**config.mk**
```make
export PLATFORM = sky130hd
export DESIGN_NAME = mesi_snoop_cache
export DESIGN_NICKNAME = d
export VERILOG_FILES = /design/src/rtl/mesi_pkg.sv /design/src/rtl/mesi_line_array.sv /design/src/rtl/mesi_snoop_resp.sv /design/src/rtl/mesi_cpu_ctrl.sv /design/src/rtl/mesi_snoop_cache.sv
export SDC_FILE = /design/constraint.sdc
export NUM_CORES = 1
export LEC_CHECK = 0
export BUFFER_PORTS_ARGS = -buffer_cell sky130_fd_sc_hd__buf_4
export CAP_MARGIN = 0
export CELL_PAD_IN_SITES_DETAIL_PLACEMENT = 0
export CELL_PAD_IN_SITES_GLOBAL_PLACEMENT = 1
export CORE_MARGIN = 2
export CORE_UTILIZATION = 51
export CTS_BUF_LIST = sky130_fd_sc_hd__clkbuf_8
export CTS_CLUSTER_SIZE = 25
export DETAILED_ROUTE_END_ITERATION = 10
export HOLD_SLACK_MARGIN = 0.02
export PLACE_DENSITY = 0.89
export SYNTH_ARGS = -nofsm -noshare
export SYNTH_HDL_FRONTEND = slang
export SYNTH_SLANG_ARGS = --single-unit
```
**constraint.sdc**
```tcl
create_clock -name clk -period 4.2 [get_ports clk]
set_input_delay 0.42 -clock clk [delete_from_list [all_inputs] [get_ports clk]]
set_output_delay 0.42 -clock clk [all_outputs]
set_load 0.005 [all_outputs]
```
**src/rtl/mesi_pkg.sv**
```systemverilog
package mesi_pkg;
   typedef enum logic [1:0] {
      ST_I = 2'd0,
      ST_S = 2'd1,
      ST_E = 2'd2,
      ST_M = 2'd3
   } mesi_e;

   typedef enum logic [1:0] {
      OP_READ  = 2'd0,
      OP_RWITM = 2'd1,
      OP_INV   = 2'd2,
      OP_CPYBK = 2'd3
   } busop_e;
endpackage

```
**src/rtl/mesi_line_array.sv**
```systemverilog
module mesi_line_array
   import mesi_pkg::*;
#(
   parameter int NLINES = 8,
   parameter int TAGW   = 13
) (
   input  logic                         clk,
   input  logic                         rst_n,
   input  logic [$clog2(NLINES)-1:0]    rd_a_idx,
   output logic [TAGW-1:0]              rd_a_tag,
   output mesi_e                        rd_a_state,
   input  logic [$clog2(NLINES)-1:0]    rd_b_idx,
   output logic [TAGW-1:0]              rd_b_tag,
   output mesi_e                        rd_b_state,
   input  logic                         upd_a_en,
   input  logic [$clog2(NLINES)-1:0]    upd_a_idx,
   input  logic [TAGW-1:0]              upd_a_tag,
   input  mesi_e                        upd_a_state,
   input  logic                         upd_b_en,
   input  logic [$clog2(NLINES)-1:0]    upd_b_idx,
   input  mesi_e                        upd_b_state,
   output logic [NLINES-1:0][1:0]       state_vec
);
   localparam int IDXW = $clog2(NLINES);

   mesi_e           st_w  [NLINES];
   logic [TAGW-1:0] tag_w [NLINES];

   // Port b (snoop) has priority; the top never lets both touch one index.
   for (genvar i = 0; i < NLINES; i++) begin : g_line
      mesi_e           st_q;
      logic [TAGW-1:0] tag_q;
      always_ff @(posedge clk or negedge rst_n) begin
         if (!rst_n) begin
            st_q  <= ST_I;
            tag_q <= '0;
         end else if (upd_b_en && upd_b_idx == IDXW'(i)) begin
            st_q <= upd_b_state;
         end else if (upd_a_en && upd_a_idx == IDXW'(i)) begin
            st_q  <= upd_a_state;
            tag_q <= upd_a_tag;
         end
      end
      assign st_w[i]      = st_q;
      assign tag_w[i]     = tag_q;
      assign state_vec[i] = st_q;
   end

   assign rd_a_tag   = tag_w[rd_a_idx];
   assign rd_a_state = st_w[rd_a_idx];
   assign rd_b_tag   = tag_w[rd_b_idx];
   assign rd_b_state = st_w[rd_b_idx];
endmodule

```
**src/rtl/mesi_snoop_resp.sv**
```systemverilog
module mesi_snoop_resp
   import mesi_pkg::*;
#(
   parameter int TAGW = 13
) (
   input  logic            snp_valid,
   input  busop_e          snp_op,
   input  logic [TAGW-1:0] snp_tag,
   input  logic [TAGW-1:0] line_tag,
   input  mesi_e           line_state,
   output logic            snp_shared,
   output logic            snp_flush,
   output logic            upd_en,
   output mesi_e           upd_state
);
   logic hit;

   always_comb begin
      hit        = snp_valid && (line_state != ST_I) && (line_tag == snp_tag);
      snp_shared = hit && (snp_op == OP_READ);
      snp_flush  = hit && (line_state == ST_M) && (snp_op != OP_CPYBK);
      upd_en     = hit && (snp_op != OP_CPYBK);
      upd_state  = (snp_op == OP_READ) ? ST_S : ST_I;
   end
endmodule

```
**src/rtl/mesi_cpu_ctrl.sv**
```systemverilog
module mesi_cpu_ctrl
   import mesi_pkg::*;
#(
   parameter int TAGW = 13,
   parameter int IDXW = 3
) (
   input  logic                 cpu_valid,
   input  logic                 cpu_write,
   input  logic [TAGW-1:0]      cpu_tag,
   input  logic [IDXW-1:0]      cpu_idx,
   input  logic [TAGW-1:0]      line_tag,
   input  mesi_e                line_state,
   input  logic                 blocked,
   input  logic                 bus_gnt,
   input  logic                 bus_shared_in,
   output logic                 cpu_done,
   output logic                 bus_req_valid,
   output busop_e               bus_req_op,
   output logic [TAGW+IDXW-1:0] bus_req_addr,
   output logic                 upd_en,
   output logic [TAGW-1:0]      upd_tag,
   output mesi_e                upd_state
);
   logic hit, serve, victim_dirty, active, granted;

   always_comb begin
      hit          = (line_state != ST_I) && (line_tag == cpu_tag);
      serve        = hit && (!cpu_write || line_state != ST_S);
      victim_dirty = (line_state == ST_M) && (line_tag != cpu_tag);

      if (hit && cpu_write && line_state == ST_S) bus_req_op = OP_INV;
      else if (victim_dirty)                      bus_req_op = OP_CPYBK;
      else if (cpu_write)                         bus_req_op = OP_RWITM;
      else                                        bus_req_op = OP_READ;

      active        = cpu_valid && !blocked;
      bus_req_valid = active && !serve;
      granted       = bus_req_valid && bus_gnt;
      cpu_done      = (active && serve) || (granted && bus_req_op != OP_CPYBK);
      bus_req_addr  = (bus_req_op == OP_CPYBK) ? {line_tag, cpu_idx} : {cpu_tag, cpu_idx};

      upd_en    = (active && serve && cpu_write && line_state != ST_M) || granted;
      upd_tag   = cpu_tag;
      upd_state = ST_M;
      if (granted) begin
         unique case (bus_req_op)
            OP_CPYBK: begin
               upd_state = ST_I;
               upd_tag   = line_tag;
            end
            OP_READ:  upd_state = bus_shared_in ? ST_S : ST_E;
            default:  upd_state = ST_M;
         endcase
      end
   end
endmodule

```
**src/rtl/mesi_snoop_cache.sv**
```systemverilog
module mesi_snoop_cache
   import mesi_pkg::*;
#(
   parameter int AW     = 16,
   parameter int NLINES = 8
) (
   input  logic          clk,
   input  logic          rst_n,
   input  logic          cpu_valid,
   input  logic          cpu_write,
   input  logic [AW-1:0] cpu_addr,
   output logic          cpu_done,
   output logic          bus_req_valid,
   output logic [1:0]    bus_req_op,
   output logic [AW-1:0] bus_req_addr,
   input  logic          bus_gnt,
   input  logic          bus_shared_in,
   input  logic          snp_valid,
   input  logic [1:0]    snp_op,
   input  logic [AW-1:0] snp_addr,
   output logic          snp_shared,
   output logic          snp_flush
);
   localparam int IDXW = $clog2(NLINES);
   localparam int TAGW = AW - IDXW;

   if (NLINES < 2 || (1 << IDXW) != NLINES) begin : g_bad_lines
      $error("NLINES must be a power of two of at least 2");
   end
   if (TAGW < 1) begin : g_bad_aw
      $error("AW must exceed the index width");
   end

   logic [IDXW-1:0]        cpu_idx, snp_idx;
   logic [TAGW-1:0]        cpu_tag, snp_tag;
   logic [TAGW-1:0]        cpu_line_tag, snp_line_tag;
   mesi_e                  cpu_line_state, snp_line_state;
   logic                   blocked;
   logic                   c_upd_en, s_upd_en;
   logic [TAGW-1:0]        c_upd_tag;
   mesi_e                  c_upd_state, s_upd_state;
   busop_e                 req_op;
   logic [NLINES-1:0][1:0] state_vec;

   assign cpu_idx = cpu_addr[IDXW-1:0];
   assign cpu_tag = cpu_addr[AW-1:IDXW];
   assign snp_idx = snp_addr[IDXW-1:0];
   assign snp_tag = snp_addr[AW-1:IDXW];
   assign blocked = snp_valid && (snp_idx == cpu_idx);

   mesi_line_array #(.NLINES(NLINES), .TAGW(TAGW)) lines_i (
      .clk(clk), .rst_n(rst_n),
      .rd_a_idx(cpu_idx), .rd_a_tag(cpu_line_tag), .rd_a_state(cpu_line_state),
      .rd_b_idx(snp_idx), .rd_b_tag(snp_line_tag), .rd_b_state(snp_line_state),
      .upd_a_en(c_upd_en), .upd_a_idx(cpu_idx), .upd_a_tag(c_upd_tag), .upd_a_state(c_upd_state),
      .upd_b_en(s_upd_en), .upd_b_idx(snp_idx), .upd_b_state(s_upd_state),
      .state_vec(state_vec)
   );

   mesi_snoop_resp #(.TAGW(TAGW)) snoop_i (
      .snp_valid(snp_valid), .snp_op(busop_e'(snp_op)), .snp_tag(snp_tag),
      .line_tag(snp_line_tag), .line_state(snp_line_state),
      .snp_shared(snp_shared), .snp_flush(snp_flush),
      .upd_en(s_upd_en), .upd_state(s_upd_state)
   );

   mesi_cpu_ctrl #(.TAGW(TAGW), .IDXW(IDXW)) ctrl_i (
      .cpu_valid(cpu_valid), .cpu_write(cpu_write), .cpu_tag(cpu_tag), .cpu_idx(cpu_idx),
      .line_tag(cpu_line_tag), .line_state(cpu_line_state), .blocked(blocked),
      .bus_gnt(bus_gnt), .bus_shared_in(bus_shared_in),
      .cpu_done(cpu_done), .bus_req_valid(bus_req_valid), .bus_req_op(req_op),
      .bus_req_addr(bus_req_addr),
      .upd_en(c_upd_en), .upd_tag(c_upd_tag), .upd_state(c_upd_state)
   );

   assign bus_req_op = req_op;
endmodule

```
# Yosys cells after proc, flatten, opt, wreduce, memory -nomap -nowiden

Cells that the tools add are included.

Register bits after elaboration: 120
Bits of input ports: 41
Logic and storage cells: 155

Magnitude comparators: 2
Equal/unequal tests: 26
Mux-type cells: 38
Bitwise gates (word level): 10
Reduce and logical (&&, ||, !) cells: 63

Operator list:

| operator             | count |
|---|---|
| $bmux W13 S3         | 2 |
| $mux W13             | 6 |
| $mux W2              | 24 |
| $logic_and A1 B1 Y1  | 35 |
| $eq A13 B13 Y1       | 2 |
| $eq A3 B3 Y1 const B | 8 |
| $reduce_bool A2 Y1   | 10 |
| $mux W16             | 1 |
| $reduce_and A2 Y1    | 8 |
| $ne A13 B13 Y1       | 1 |
| $bmux W2 S3          | 2 |
| $eq A3 B2 Y1 const B | 4 |
| $ge A4 B4 Y1 const B | 2 |
| $not A1 Y1           | 8 |
| $not A3 Y4           | 2 |
| $eq A2 B2 Y1 const B | 3 |
| $eq A3 B1 Y1 const B | 2 |
| $logic_not A3 Y1     | 2 |
| $ne A2 B2 Y1 const B | 3 |
| $logic_not A2 Y1     | 2 |
| $pmux W2 S2          | 1 |
| $eq A3 B3 Y1         | 1 |
| $logic_not A1 Y1     | 3 |
| $logic_or A1 B1 Y1   | 3 |
| 3 further kinds      | 4 |

# Depth between registers and ports, before layout

Gate-level depths: netlist of the first run.

Depth after elaboration: 14
Gate-level depth with buffers: 15
Gate-level depth less buffers: 9

# Cells and area by module

Synthesis of the first run repeated with hierarchy kept, for this count alone.

Cell total of the unflattened synthesis: 524
Area, all modules: 7885.1 um^2

Modules (own cells, without submodules):

| module           | times used | cells each | area an instance (um^2) | seq. area each (um^2) |
|---|---|---|---|---|
| mesi_line_array  | 1          | 414        | 6951.7                  | 3002.9 |
| mesi_cpu_ctrl    | 1          | 76         | 688.2                   | 0.0 |
| mesi_snoop_resp  | 1          | 30         | 210.2                   | 0.0 |
| mesi_snoop_cache | 1          | 4          | 35.0                    | 0.0 |

# Worst setup path after synthesis of the first run

Ideal clock, no wire load.

Kind: input to register
Start: input port cpu_addr[2]
End: register lines_i.g_line[4].tag_q[11]
Arrival time: 3.270 ns
Setup slack: 0.805 ns
Stages on the path: 12
Cell sequence: buf_2 > buf_4 > buf_4 > mux2_2 > o22ai_1 > a22oi_1 > o21ai_1 > nor3b_1 > nand4_4 > a31oi_4 > buf_4 > mux2_2

Longest elaborated chain between the ends: 13
Elaborated cells between the ends (all ways): 39

Ends and longest elaborated chain:

| element                                               | RTL line               | RTL |
|---|---|---|
| start, declared                                       | mesi_snoop_cache.sv:11 | `input logic [AW-1:0] cpu_addr,` |
| branches (longest 13 deep; another with $bmux W13 S3) | --                     |  |
| end signal, assigned                                  | mesi_line_array.sv:41  | `tag_q <= upd_a_tag;` |
| end, declared                                         | mesi_line_array.sv:32  | `logic [TAGW-1:0] tag_q;` |

Parallel ways; which one is timed is not known. The select of a mux whose other input is x is not followed.
A chain may end at the register's enable or synchronous reset.

# Final worst setup path of the first run

Start: input port cpu_addr[1]
End: output port bus_req_addr[15]

Longest elaborated chain between the ends: 11
Elaborated cells between the ends (all ways): 20

Ends and longest elaborated chain:

| element                                                                       | RTL line                                     | RTL |
|---|---|---|
| $not A3 Y4 (not written as such) *                                            | mesi_line_array.sv:49, mesi_line_array.sv:50 |  |
| $bmux W13 S3 / $bmux W2 S3 (equally long branches)                            | mesi_line_array.sv:49, mesi_line_array.sv:50 |  |
| $mux W13 (not written as such) / $mux W2 (equally long branches) (2 in a row) | mesi_line_array.sv:49, mesi_line_array.sv:50 |  |
| $eq A13 B13 Y1 / $reduce_bool A2 Y1 (equally long branches)                   | mesi_cpu_ctrl.sv:27                          | `hit = (line_state != ST_I) && (line_tag == cpu_tag);` |
| $logic_and A1 B1 Y1                                                           | mesi_cpu_ctrl.sv:27                          |  |
| $logic_and A1 B1 Y1 (2 in a row)                                              | mesi_cpu_ctrl.sv:31                          | `if (hit && cpu_write && line_state == ST_S) bus_req_op = OP_INV;` |
| $mux W2                                                                       | mesi_cpu_ctrl.sv:31                          |  |
| $eq A2 B2 Y1                                                                  | mesi_cpu_ctrl.sv:40                          | `bus_req_addr = (bus_req_op == OP_CPYBK) ? {line_tag, cpu_idx} : {cpu_tag, cpu_idx};` |
| $mux W16 *                                                                    | mesi_cpu_ctrl.sv:40                          |  |
| end, declared                                                                 | mesi_snoop_cache.sv:15                       | `output logic [AW-1:0] bus_req_addr,` |

Mark *: on every way between the ends. The rest lies on a longest branch, timed or not. The select of a mux whose other input is x is not followed.

==> flow_summary.ini, run 1 <==
[pwr]
power_switching_uw = 1460
powerDensity_mw_per_mm2 = 462
p_comb_share_pct = 33.9
power_uw = 4230
p_sw_share_pct = 34.6
p_clk_share_pct = 23.7
p_int_uw = 2760
leakagePower_uw = 0.00390
vdd_drop_max_uv = 393
pwr-share-seq_pct = 42.3

[worst_setup_path]
path_cells = buf_4 -> mux2_2 -> o22ai_1 -> nor3_1 -> or4b_1 -> or4_4 -> o31a_1 -> mux2_2 -> buf_4
worst-r2r-setup-slack_ps = 740
r2r-end = lines_i.g_line[7].st_q[0]$_DFFE_PN0P_
cp.arrival_ps = 3570
cp.required_ps = 3780
crit_type = in2out
crit_fanout = 33
end_kind = output pin
start_kind = input pin
reg2regPathDepth = 10
timing.rr.start = lines_i.g_line[6].tag_q[11]$_DFFE_PN0P_
cp_slowest_cell = or4_4
cp_top_family = simple AND/OR/NAND/NOR gates
slowest_delay_ps = 550
path_buf_inv = 2

[logic_synthesis]
synth_edf_count = 0
syn_nets = 733
netlist_area_mm2 = 0.00796
synth_cells = 692
yosys.cell_count.top_type = mux2_2
synth_common_cells = mux2_2, dfrtp_1, nand2_1, mux2i_1, mux2_1
syn_area_per_cell_um2 = 11.5
ys_seq_area_share_pct = 37.7
yosysTopAreaCell = dfrtp_1
ys.flop_type = dfrtp_1
async_flop_share_pct = 100
yosysTopAreaCellShare_pct = 37.7
ys_ff_latch = 120
synth.area.top_cells = dfrtp_1, mux2_2, mux2i_1
yosysWarnings = 0
yosysUniqueCellTypes = 72

[grt]
grt_max_degree = 71
grt_pass1_vias = 6493
grt.overflow.total = 0
antenna_found_initial = 0
grt_use_total_pct = 30.7
grt_pass1_wl_um = 37900

[clock_tree]
postCtsSetupBuffers = 0
tritoncts = done
clkSinkCount = 120
root_buffer = clkbuf_8
clock_path_buffers = 2
hold_buffers = 0
path_clk_slew_ps = 70
clk_latency_ps = 460
cts_buffers = 17
htree_num_levels = 4
cts-resized-gates = 0

[cells_and_area]
regArea_mm2 = 0.00300
insertedDiodeCount = 0
nNetsFinal = 809
multi_input_area_mm2 = 0.00463
drive_above_1_share_pct = 38.2
fin_util_pct = 60.2
syn_to_final_growth_pct = 15.0
n_fill_cell = 1228

[route]
ant_nets = 0
wl_per_cell_um = 25.1
drtIter0Drc = 634
wl_um = 24300
remaining_drc_errors = 0
drtPass1Iterations = 5
routed-via-count = 6359
routed_via_density = 6.57

[sta]
relSlewSlack_pct = 37.1
fin_crit_sh_pct = 95.0
drv_slew = 0
maxClockFrequency_mhz = 251
setup_ws_ps = 210
rsz0062_at_grt = false
worstMarginPinSlew_ps = 943
final-setup-viol-count = 0
hold_viol = 0
setup_tns_ps = 0
whs_ps = 105
post-route-min-period_ps = 3990
skew_ps = 15.5

[placed_design]
dp_hpwl_um = 17200
numPortBuffers = 62
gp_routability_congestion = 0.960
post-place-ws_ps = 234

[floorplan]
num_io_pins = 63
initial_utilization_pct = 52.3
dieWidth_um = 129
die_area_mm2 = 0.0166
coreArea_mm2 = 0.0152
dieHeight_um = 129
row_count = 45

[hold_path]
hold_path_class = in2async

[run_status]
status = completed

[run]
max-cap-violations = 0
## layer usage
layer	global-route usage (%)	share of wire, %
met5	0	0
met4	14.5	4.4
met3	7.07	7.8
met2	48.9	47
met1	39.9	41
## power groups by stage
stage	registers [uW]	logic, uW	clock network, uW
after floorplan	1690	1030	0
after global placement	1770	1380	0
after detailed placement	1800	1420	0
after CTS	1780	1430	1010
after global routing	1830	1540	1070
final	1790	1430	1000
## worst max-delay path by stage
stage	from	endpoint	slack, ps	cells after the start
4_1_cts	cpu_addr[1]	bus_req_addr[15]	240	9
6_report	cpu_addr[1]	bus_req_addr[15]	210	9
5_1_grt	cpu_addr[1]	bus_req_addr[15]	60	10
2_1_floorplan	cpu_addr[2]	lines_i.g_line[4].tag_q[11]$_DFFE_PN0P_	810	12
3_3_place_gp	cpu_addr[1]	bus_req_addr[11]	260	9
3_5_place_dp	cpu_addr[1]	lines_i.g_line[7].st_q[0]$_DFFE_PN0P_	230	11
## registers in the layout (all words and copies together) (netlist names)
register,cells
lines_i.g_line.tag_q,104
lines_i.g_line.st_q,16
## cell usage in the layout, fill, tap and decap left out, types with 6 or more instances in the layout
cell type and count:
a211oi_1 11, a22oi_1 7, a2bb2oi_1 8, a31oi_4 8, buf_12 7, buf_4 96, clkbuf_8 18, dfrtp_1 120
inv_1 12, mux2_1 30, mux2_2 123, mux2_4 9, mux2i_1 38, mux4_2 13, nand2_1 45, nand2b_1 7
nand3_1 14, nor2_1 20, nor2b_1 19, nor3_1 10, o22ai_1 20, o32ai_1 6, xnor2_1 16
## cells by family after synthesis
family / after synthesis / synth area share [%]
flip-flops: 120 / 37.7
multiplexers: 214 / 32.0
AO/OA/AOI/OAI: 119 / 12.9
AND/OR/NAND/NOR: 160 / 11.1
XOR/XNOR: 20 / 2.20
buffers and inverters: 59 / 4.03
## through the flow
step                      instance area (um2)  cells
final                                    9150    968
after global routing                     9150    968
after CTS                                9150    968
after detailed placement                 8780    937
after global placement                   8780    937
after floorplan                          7960    692
## cell type report
type / count / area share, %
multi-input combinational: 513 / 50.6
tap: 188 / 2.57
clock buffer: 18 / 2.71
clock inverter: 13 / 1.37
sequential: 120 / 32.8
inverter: 13 / 0.533
timing repair buffer: 103 / 9.40
No activity file was read; power rests on OpenSTA's default activity.
==> inputs of run 2 (changes only) <==
--- a/config.mk
+++ b/config.mk
@@ -14,6 +14,7 @@
 export CTS_BUF_LIST = sky130_fd_sc_hd__clkbuf_8
 export CTS_CLUSTER_SIZE = 25
 export DETAILED_ROUTE_END_ITERATION = 10
+export GPL_TIMING_DRIVEN = 0
 export HOLD_SLACK_MARGIN = 0.02
 export PLACE_DENSITY = 0.89
 export SYNTH_ARGS = -nofsm -noshare
==> flow_summary.ini, run 2 (synthesized netlist as in run 1, its figures left out) <==
[run_status]
status = completed

[floorplan]
dieHeight_um = 129
coreArea_mm2 = 0.0152
row_count = 45
num_io_pins = 63
die_area_mm2 = 0.0166
initial_utilization_pct = 52.3
dieWidth_um = 129

[sta]
worstMarginPinSlew_ps = 943
rsz0062_at_grt = false
skew_ps = 16.2
drv_slew = 0
whs_ps = 300
setup_tns_ps = 0
relSlewSlack_pct = 37.0
final-setup-viol-count = 0
fin_crit_sh_pct = 99.5
hold_viol = 0
maxClockFrequency_mhz = 239
post-route-min-period_ps = 4180

[cells_and_area]
insertedDiodeCount = 0
nNetsFinal = 813
top_regs = lines_i.g_line.tag_q (104), lines_i.g_line.st_q (16)
final_common_cell = mux2_2
largest_reg_flops = 104
drive_above_1_share_pct = 37.6
syn_to_final_growth_pct = 14.0
layout_common_cells = mux2_2, dfrtp_1, buf_4
fin_util_pct = 59.7
regMostFlops = lines_i.g_line.tag_q

[route]
remaining_drc_errors = 0
wl_per_cell_um = 27.8
wl_um = 27100
routed_via_density = 6.79
ant_nets = 0
drtPass1Iterations = 5
routed-via-count = 6605
drtIter0Drc = 749

[clock_tree]
root_buffer = clkbuf_8
postCtsSetupBuffers = 0
clk_latency_ps = 470
clock_path_buffers = 2
path_clk_slew_ps = 80
tritoncts = done
cts_buffers = 17
htree_num_levels = 4
clkSinkCount = 120

[pwr]
p_int_uw = 2750
power_uw = 4260
vdd_drop_max_uv = 267
p_comb_share_pct = 34.2
pwr-share-seq_pct = 42.0
p_sw_share_pct = 35.3
power_switching_uw = 1500
p_clk_share_pct = 23.8
powerDensity_mw_per_mm2 = 469
leakagePower_uw = 0.00386

[placed_design]
gp_routability_congestion = 0.983
numPortBuffers = 60
dp_hpwl_um = 18600

[worst_setup_path]
cp.required_ps = 3780
crit_type = in2out
crit_fanout = 10
start_kind = input pin
cp.arrival_ps = 3760
end_kind = output pin

[grt]
grt_use_total_pct = 33.7
grt.overflow.total = 0
grt_max_degree = 85
antenna_found_initial = 0
grt_pass1_wl_um = 40500
grt_pass1_vias = 6819

[run]
max-cap-violations = 0

[hold_path]
hold_path_class = in2reg
==> run 2: worst max-delay path, cell delays in order <==
cell	delay (ps)
buf_4	140
buf_2	210
inv_2	110
clkbuf_1	560
o32ai_1	270
o31ai_1	410
nand4b_1	140
or4_4	470
nor3_4	340
nand2_1	160
a21boi_0	340
buf_4	180
==> run 2: per-stage QoR <==
| step | cell area [um2] | std cells | worst slack [ps] |
|---|---|---|---|
| after global routing | 9070 | 973 | 16.3 |
| after floorplan | 7960 | 692 | 805 |
| final | 9070 | 973 | 19.1 |
| after CTS | 9070 | 974 | 2.98 |
| after detailed placement | 8670 | 941 | -714 |
| after global placement | 8640 | 940 | -741 |
==> run 2: per-layer routing <==
metal  vias to the layer above  routed length [um]  track usage (%)
met4                         0                1460             18.7
met5                         -                   0                0
met1                      3285               10500             42.7
met2                       427               12400             52.7
li1                       2785                   -                -
met3                       108                2720             8.98
==> run 2: timing repair <==
item	in CTS	in global routing
setup endpoints to repair	22	7
hold endpoints to repair	36	0
gates resized for setup	4	4
pin swaps	0	1
hold buffers	1	0
==> run 2: cell type report <==
| type | instances | area (um2) |
|---|---|---|
| Clock buffer | 18 | 248 |
| Buffer | 45 | 269 |
| Sequential cell | 120 | 3000 |
| Timing Repair Buffer | 62 | 492 |
| Fill cell | 1277 | 6130 |
| Inverter | 13 | 48.8 |
| Tap cell | 188 | 235 |
| Clock inverter | 14 | 125 |
| Multi-Input combinational cell | 513 | 4650 |
==> run 2: worst paths after layout <==
path / from / end / slack, ps / cells after the start
setup / recovery: cpu_addr[2] / cpu_done / 20 / 12
max in group asynchronous: rst_n / lines_i.g_line[3].tag_q[5]$_DFFE_PN0P_ / 2990 / 3
setup reg to reg: lines_i.g_line[4].tag_q[5]$_DFFE_PN0P_ / lines_i.g_line[4].tag_q[11]$_DFFE_PN0P_ / 490 / 10
min in group asynchronous: rst_n / lines_i.g_line[3].tag_q[8]$_DFFE_PN0P_ / 430 / 2
hold / removal: snp_op[1] / lines_i.g_line[2].st_q[0]$_DFFE_PN0P_ / 300 / 4
hold reg to reg: lines_i.g_line[3].tag_q[8]$_DFFE_PN0P_ / lines_i.g_line[3].tag_q[8]$_DFFE_PN0P_ / 520 / 1
==> run 2: power by group through the flow <==
stage	sequential (uW)	combinational (uW)	clock [uW]
floorplan	1690	1030	0
detailed placement	1790	1420	0
CTS	1770	1430	1020
finish	1790	1450	1010
global route	1830	1550	1070
global placement	1770	1370	0
==> inputs of run 3 (changes only) <==
--- a/config.mk
+++ b/config.mk
@@ -9,14 +9,15 @@
 export CAP_MARGIN = 0
 export CELL_PAD_IN_SITES_DETAIL_PLACEMENT = 0
 export CELL_PAD_IN_SITES_GLOBAL_PLACEMENT = 1
+export CORE_ASPECT_RATIO = 0.6
 export CORE_MARGIN = 2
-export CORE_UTILIZATION = 51
+export CORE_UTILIZATION = 50
 export CTS_BUF_LIST = sky130_fd_sc_hd__clkbuf_8
 export CTS_CLUSTER_SIZE = 25
 export DETAILED_ROUTE_END_ITERATION = 10
 export GPL_TIMING_DRIVEN = 0
 export HOLD_SLACK_MARGIN = 0.02
-export PLACE_DENSITY = 0.89
+export PLACE_DENSITY = 0.88
 export SYNTH_ARGS = -nofsm -noshare
 export SYNTH_HDL_FRONTEND = slang
 export SYNTH_SLANG_ARGS = --single-unit
==> flow_summary.ini, run 3 (synthesized netlist as in run 1, its figures left out) <==
[grt]
busiest_layer = met2
grt_pass1_vias = 6495
grt_max_degree = 76
grt.overflow.total = 0
grt_use_met3_pct = 8.44
grt_pass1_wl_um = 41200
grt_use_total_pct = 33.4
antenna_found_initial = 0
gr-usage-met2_pct = 49.1
grtUsageMet1_pct = 48.3

[worst_setup_path]
crit_fanout = 10
cp_slowest_cell = nor4_2
end_kind = output pin
cp.arrival_ps = 3800
crit_type = in2out
start_kind = input pin
path_cells = buf_2 -> buf_2 -> buf_2 -> a211oi_1 -> a211oi_1 -> xnor2_1 -> nand4_1 -> nor4_2 -> nor3b_1 -> buf_4
critPathMostFrequentCell = buf_2
cp.required_ps = 3780
slowest_delay_ps = 640

[sta]
post-route-min-period_ps = 4220
worstMarginPinSlew_ps = 799
fin_crit_sh_pct = 100
final-setup-viol-count = 1
relSlewSlack_pct = 45.3
drv_slew = 0
skew_ps = 15.2
maxClockFrequency_mhz = 237
setup_tns_ps = -17.4
rsz0062_at_grt = true
setup_ws_ps = -17.4
hold_viol = 0

[cells_and_area]
insertedDiodeCount = 0
final_common_cell = mux2_2
nNetsFinal = 830
regMostFlops = lines_i.g_line.tag_q
layout.cells.non_filler = 1005
top_regs = lines_i.g_line.tag_q (104), lines_i.g_line.st_q (16)
largest_reg_flops = 104
drive_above_1_share_pct = 39.5
layout_common_cells = mux2_2, dfrtp_1, buf_4
syn_to_final_growth_pct = 16.5

[pwr]
powerDensity_mw_per_mm2 = 474
vdd_drop_max_uv = 275
leakagePower_uw = 0.00398

[route]
wl_per_cell_um = 28.0
routed_via_density = 6.73
drtIter0Drc = 834
wl_um = 28100
ant_nets = 0
drtPass1Iterations = 6
remaining_drc_errors = 0
routed-via-count = 6759

[floorplan]
row_count = 35
initial_utilization_pct = 51.5
num_io_pins = 63
die_area_mm2 = 0.0170
dieWidth_um = 167
coreArea_mm2 = 0.0155
dieHeight_um = 102

[clock_tree]
root_buffer = clkbuf_8
clk_latency_ps = 460
path_clk_slew_ps = 80
tritoncts = done
htree_num_levels = 4
clock_path_buffers = 2
clkSinkCount = 120
cts_buffers = 17

[placed_design]
numPortBuffers = 60
dp_hpwl_um = 19800
gp_routability_congestion = 1.01
dp.cells = 956

[hold_path]
hold_path_class = in2reg

[run_status]
status = finished, violations left
violations = setup timing

[run]
max-cap-violations = 0
==> run 3: changes by cell type in the layout (fill, tap and decap cells not counted), moves of 2 or more <==
cell and delta:
buf_4 +17, clkbuf_1 -2, clkbuf_2 +2, clkbuf_8 +2, clkinv_2 -2, o21ai_0 +2, o21ai_1 -2
==> run 3: timing repair <==
action                     4_1_cts  5_1_grt
buffers inserted                 0       17
resized for setup                7        4
hold endpoints to repair        45        0
hold buffers                     1        0
setup endpoints to repair       36       47
pin swaps                        0        5
==> run 3: final timing paths <==
check                                                              from                                 endpoint  slack [ps]  depth (start not counted)
worst min-delay path                                          snp_op[0]    lines_i.g_line[2].st_q[0]$_DFFE_PN0P_         340                          4
worst min register to register   lines_i.g_line[4].tag_q[8]$_DFFE_PN0P_   lines_i.g_line[4].tag_q[8]$_DFFE_PN0P_         510                          1
min in group asynchronous                                         rst_n  lines_i.g_line[0].tag_q[10]$_DFFE_PN0P_         450                          2
max in group asynchronous                                         rst_n   lines_i.g_line[6].tag_q[8]$_DFFE_PN0P_        2990                          3
worst max register to register  lines_i.g_line[0].tag_q[11]$_DFFE_PN0P_   lines_i.g_line[1].tag_q[6]$_DFFE_PN0P_         370                          9
worst max-delay path                                        snp_addr[1]                                snp_flush         -20                         10
==> run 3: stage by stage <==
step / total power, uW / hold slack (ps) / cell area, um2 / utilization [%] / setup slack (ps)
final: 4390 / 339 / 9270 / 60.0 / -17.4
after global routing: 4580 / 365 / 9270 / 60.0 / -67.8
after CTS: 4340 / 337 / 9140 / 59.1 / 37.2
after detailed placement: 3220 / 379 / 8690 / 56.2 / -670
after global placement: 3150 / 488 / 8660 / 56.0 / -596
after floorplan: 2720 / 124 / 7960 / - / 805
==> run 3: critical path, delay by kind of cell <==
kind	cells	cell delay, ps
AOI/OAI and AO/OA	2	630
and+or+nand+nor	3	1240
xor gates and xnor gates	1	190
buffers and inverters	4	1300
==> run 3: power breakdown <==
part	internal [uW]	switching, uW
combinational	769	709
clock	581	549
sequential	1500	282
==> run 3: layout make-up <==
cell class                 instances  area (um2)
tap                              203         254
timing repair buffer              79         619
clock inverter                    12         141
inverter                          13        48.8
fill                            1252        6190
clock buffer                      20         275
sequential                       120        3000
buffer                            45         272
multi-input combinational        513        4660
==> run 3: layer usage <==
layer | wire, um | share of wire [%]
met5 | 0 | 0
met4 | 734 | 2.6
met3 | 3410 | 12
met2 | 12000 | 43
met1 | 12000 | 43
